===== src/rtl/cfg_fwd_pkg.sv =====
package cfg_fwd_pkg;
    localparam int CMD_W = 4;
    typedef logic [CMD_W-1:0] cmd_t;

    localparam cmd_t CMD_CFG_WR  = 4'b1011;
    localparam cmd_t CMD_SPECIAL = 4'b0001;

    typedef struct packed {
        logic fwd;
        logic spc;
        logic disc;
        cmd_t cmd;
    } dec_s;
endpackage


===== src/rtl/cfg_fwd_field_match.sv =====
module cfg_fwd_field_match
    import cfg_fwd_pkg::*;
#(
    parameter int ADDR_W = 32,
    parameter int BUS_W  = 8
) (
    input  logic [ADDR_W-1:0] addr,
    input  cmd_t              cmd,
    output logic              is_cand,
    output logic              reg_zero,
    output logic [BUS_W-1:0]  bus_num
);
    localparam int TYPE_W  = 2;
    localparam int REG_LSB = TYPE_W;
    localparam int REG_W   = 6;
    localparam int FN_LSB  = REG_LSB + REG_W;
    localparam int FN_W    = 3;
    localparam int DEV_LSB = FN_LSB + FN_W;
    localparam int DEV_W   = 5;
    localparam int BUS_LSB = DEV_LSB + DEV_W;

    logic type_ok, dev_ok, fn_ok, cmd_ok;

    always_comb begin
        type_ok  = addr[TYPE_W-1:0] == 2'b01;
        dev_ok   = &addr[DEV_LSB +: DEV_W];
        fn_ok    = &addr[FN_LSB +: FN_W];
        cmd_ok   = cmd == CMD_CFG_WR;
        is_cand  = type_ok && dev_ok && fn_ok && cmd_ok;
        reg_zero = addr[REG_LSB +: REG_W] == '0;
        bus_num  = addr[BUS_LSB +: BUS_W];
    end
endmodule


===== src/rtl/cfg_fwd_bus_cmp.sv =====
module cfg_fwd_bus_cmp #(
    parameter int BUS_W = 8
) (
    input  logic [BUS_W-1:0] bus_num,
    input  logic [BUS_W-1:0] pri_bus,
    input  logic [BUS_W-1:0] sec_bus,
    input  logic [BUS_W-1:0] sub_bus,
    input  logic             dir_up,
    output logic             own_hit,
    output logic             outside
);
    logic [BUS_W-1:0] own_bus;

    always_comb begin
        own_bus = dir_up ? pri_bus : sec_bus;
        own_hit = bus_num == own_bus;
        outside = (bus_num < sec_bus) || (bus_num > sub_bus);
    end
endmodule


===== src/rtl/cfg_fwd_decoder.sv =====
module cfg_fwd_decoder
    import cfg_fwd_pkg::*;
#(
    parameter int ADDR_W = 32,
    parameter int BUS_W  = 8
) (
    input  logic              clk,
    input  logic              rst_n,
    input  logic              req_valid,
    input  logic [ADDR_W-1:0] addr,
    input  logic [3:0]        cmd,
    input  logic              dir_up,
    input  logic [BUS_W-1:0]  pri_bus,
    input  logic [BUS_W-1:0]  sec_bus,
    input  logic [BUS_W-1:0]  sub_bus,
    input  logic              multi_xfer,
    output logic              fwd_type1,
    output logic              make_special,
    output logic [3:0]        out_cmd,
    output logic              disconnect
);
    logic             is_cand, reg_zero, own_hit, outside;
    logic [BUS_W-1:0] bus_num;
    dec_s             dec_d, dec_q;

    cfg_fwd_field_match #(.ADDR_W(ADDR_W), .BUS_W(BUS_W)) u_field (
        .addr     (addr),
        .cmd      (cmd),
        .is_cand  (is_cand),
        .reg_zero (reg_zero),
        .bus_num  (bus_num)
    );

    cfg_fwd_bus_cmp #(.BUS_W(BUS_W)) u_cmp (
        .bus_num (bus_num),
        .pri_bus (pri_bus),
        .sec_bus (sec_bus),
        .sub_bus (sub_bus),
        .dir_up  (dir_up),
        .own_hit (own_hit),
        .outside (outside)
    );

    // Conversion takes priority over upstream forwarding.
    always_comb begin
        dec_d = '0;
        if (req_valid) begin
            dec_d.spc  = is_cand && reg_zero && own_hit;
            dec_d.fwd  = is_cand && dir_up && outside && !dec_d.spc;
            dec_d.disc = (dec_d.spc || dec_d.fwd) && multi_xfer;
            dec_d.cmd  = dec_d.spc ? CMD_SPECIAL : cmd;
        end
    end

    always_ff @(posedge clk or negedge rst_n) begin
        if (!rst_n) dec_q <= '0;
        else        dec_q <= dec_d;
    end

    assign fwd_type1    = dec_q.fwd;
    assign make_special = dec_q.spc;
    assign disconnect   = dec_q.disc;
    assign out_cmd      = dec_q.cmd;

    p_excl_r7: assert property (@(posedge clk) disable iff (!rst_n)
        !(fwd_type1 && make_special));

    p_idle_r2: assert property (@(posedge clk) disable iff (!rst_n)
        !req_valid |=> !fwd_type1 && !make_special && !disconnect);

    p_disc_r9: assert property (@(posedge clk) disable iff (!rst_n)
        (req_valid && !multi_xfer) |=> !disconnect);

    p_spcmd_r8: assert property (@(posedge clk) disable iff (!rst_n)
        make_special |-> out_cmd == CMD_SPECIAL);

    p_ignore_r10: assert property (@(posedge clk) disable iff (!rst_n)
        (req_valid && cmd != CMD_CFG_WR) |=> !fwd_type1 && !make_special);

    p_dnfwd_r6: assert property (@(posedge clk) disable iff (!rst_n)
        (req_valid && !dir_up) |=> !fwd_type1);
endmodule


===== config.mk =====
export PLATFORM = sky130hd
export DESIGN_NAME = cfg_fwd_decoder
export DESIGN_NICKNAME = d
export VERILOG_FILES = /design/src/rtl/cfg_fwd_pkg.sv /design/src/rtl/cfg_fwd_field_match.sv /design/src/rtl/cfg_fwd_bus_cmp.sv /design/src/rtl/cfg_fwd_decoder.sv
export SDC_FILE = /design/constraint.sdc
export NUM_CORES = 1
export LEC_CHECK = 0
export ABC_AREA = 1
export BUFFER_PORTS_ARGS = -buffer_cell sky130_fd_sc_hd__buf_4
export CAP_MARGIN = 30
export CELL_PAD_IN_SITES_DETAIL_PLACEMENT = 1
export CELL_PAD_IN_SITES_GLOBAL_PLACEMENT = 1
export CORE_AREA = 2 2 69 71
export DETAILED_ROUTE_END_ITERATION = 8
export DIE_AREA = 0 0 71 73
export GPL_ROUTABILITY_DRIVEN = 0
export PLACE_DENSITY_LB_ADDON = 0.1
export SYNTH_ARGS = -nofsm -noshare
export SYNTH_HDL_FRONTEND = slang
export SYNTH_SLANG_ARGS = --single-unit

===== constraint.sdc =====
create_clock -name clk -period 0.8 [get_ports clk]
set_input_delay 0.16 -clock clk [delete_from_list [all_inputs] [get_ports clk]]
set_output_delay 0.16 -clock clk [all_outputs]
set_load 0.01 [all_outputs]

==> metrics.yaml <==
global_routing:
  grt_pass1_vias: 1330
  use_met1: 0.172
  grt_pass1_wl_um: 5640
  antenna_found_initial: 0
  grt_busiest_layer: "met2"
  grt_overflow: 0
  gr-usage-met3: 0.00138
  use_met2: 0.244
  global_route.usage.total: 0.134
  grt_max_degree: 11
outcome:
  violations: "negative setup slack"
  outcome: "finished, violations left"
finish:
  layout.nets: 329
  seqCellArea_um2: 175
  fillCellCount: 582
  n_antenna_cell: 0
  multi_input_area_um2: 840
  drive_gt1_frac: 0.504
  fin_cells: 302
  syn_to_final_growth_pct: 96.1
setup_path:
  worstPathArrival_ps: 1160
  worst_setup_path_start_kind: "input port"
  cp-end-kind: "register"
  startpoint: "sub_bus[6]"
  path_class: "input port to register"
  cp.required_ps: 950
  timing.critical_path.fanout_max: 2
die:
  num_rows: 25
  die_w_um: 71
  initial_core_util: 0.218
  dieHeight_um: 73
  coreArea_um2: 4540
  die-area_um2: 5180
  io_pins: 72
yosys:
  syn_nets: 246
  yosysUniqueCellTypes: 17
  syn_area_um2: 988
  synthArstFlopShare: 1.00
  yosys-top-cells-count: "nand2_1 (59), inv_1 (32), nor2_1 (17)"
  synthAdderAreaFrac: 0.190
  syn_inst: 166
  synth-edff-count: 0
  syn_area_per_cell_um2: 5.95
  synth_top_family_by_area: "simple AND/OR/NAND/NOR gates"
  yosysWarnings: 0
  synth_largest_type_area_fraction: 0.224
  synth_compound_area_frac: 0.0646
  synth_xor_area_frac: 0
  synth_seq_area_share: 0.177
  synth_seq_cells: 7
  synth_most_common_cell: "nand2_1"
  synthMuxAreaShare: 0
  ys_top_cells_by_area: "nand2_1 (22%), ha_1 (19%), dfrtp_1 (18%), inv_1 (12%), nor2_1 (6.5%)"
  ys.flop_type: "dfrtp_1"
  yosys.area_share.simple: 0.424
  synth_largest_area_cell: "nand2_1"
timing:
  final_max_slew_viol_count: 0
  worst_pin_slew_ps: 206
  finalSetupViolCount: 12
  setup_ws_ps: -203
  max_freq_mhz: 997
  finalCritPeriodShare: 1.25
  hold_viol: 0
  rsz0062_at_grt: "true"
  slew_headroom: 0.862
  period_minus_slack_ps: 1000
  tns_ps: -1330
  hold_ws_ps: 136
placement:
  io_buffers: 63
  dp_hpwl_um: 2730
  dp.cells: 296
drt:
  drtIter0Drc: 48
  drc: 0
  post_drt_wl_per_cell_um: 10.9
  routed_wl_um: 3290
  via_count: 1258
  vias_per_cell: 4.17
  final_antenna_net_count: 0
  dr.pass1.iters: 4
worst_hold_path:
  worstHoldPathCells: 3
  hp-start: "cmd[0]"
  worstHoldPathType: "input port to register"
  holdPathEnd: "out_cmd[0]"
clock_tree:
  clock_sinks: 7
  cts_tree: "done"
  clkTransAtPathRegs_ps: 40
  post-cts-setup-buffers: 0
  ctsLongestPathBuffers: 2
  htree_levels: 1
  cts_root_buffer: "clkbuf_8"
  numCtsBuffers: 3
pwr:
  p_total_uw: 1690
  p_per_area_nw_per_um2: 871
  p_leak_uw: 0.00107
  ir_drop_v: 0.000334
run:
  cap_violations: 0
==> worst max-delay path by stage <==
stage	slack, ps	to	cells after the start
after detailed placement	-550	disconnect	9
after global routing	-300	disconnect	10
after floorplan	-250	disconnect	10
final	-200	disconnect	11
after global placement	-510	disconnect	9
after CTS	-190	disconnect	8
==> through the flow <==
step	area, µm²	worst slack, ps	utilization
global placement	1700	-507	0.375
detailed placement	1700	-546	0.375
global route	1940	-302	0.427
CTS	1900	-193	0.419
finish	1940	-203	0.427
floorplan	1080	-248	-
==> cells in the final DEF, fill, tap and decap left out, types with 2 or more instances in the layout <==
cell type / n
buf_4: 59
buf_6: 16
ha_4: 8
nand3b_1: 3
ha_1: 6
a21oi_1: 3
a21oi_2: 5
inv_2: 7
inv_1: 23
nand2_2: 14
dfrtp_1: 7
nor2_1: 16
clkbuf_8: 3
nand3_2: 2
nor3_2: 2
nand3_1: 6
nand2_1: 52
inv_4: 3
==> routing by layer <==
layer	up-vias	routed length [µm]
met5	-	0
met4	0	36
met3	4	113
met2	32	1620
met1	547	1520
li1	675	-
==> state kept, by name, summed over array words and instances, names as in the netlist <==
signal	cells
disconnect	1
fwd_type1	1
make_special	1
out_cmd	4
==> timing repair <==
| item | 4_1_cts | 5_1_grt |
|---|---|---|
| gates resized for setup | 34 | 10 |
| cloned | 1 | 0 |
| hold endpoints to repair | 7 | 0 |
| pin swaps | 18 | 13 |
| setup endpoints to repair | 12 | 12 |
| hold buffers | 1 | 0 |
==> critical path, stage by stage <==
cell and delay (ps):
buf_4 70, inv_1 50, ha_4 260, nand2_2 50, nor2_2 120, nand2_1 60
nand2_1 60, nand2_1 60, nand2_2 70, nand2_2 60, a21oi_2 130
==> cell families (layout without fill, tap and decap cells) <==
family	after synthesis	after routing
adder cells (fa/ha/maj)	15	15
flip-flops	7	7
AO/OA/AOI/OAI	11	11
AND/OR/NAND/NOR	99	99
buffers and inverters	34	116
==> final cells by class <==
type                            instances  share of cell area
Multi-Input combinational cell        125               0.433
Timing Repair Buffer                   78               0.345
Sequential cell                         7              0.0904
Inverter                               33              0.0704
Tap cell                               54              0.0349
Clock buffer                            4              0.0232
Timing Repair inverter                  1             0.00323
==> power breakdown <==
group          total, µW  switching [µW]  internal [µW]  leakage (µW)
Combinational        826             358            468      0.000951
Clock                492             148            344     0.0000228
Sequential           371            4.75            366     0.0000935
Note: power is estimated with default switching activity, not from simulation.
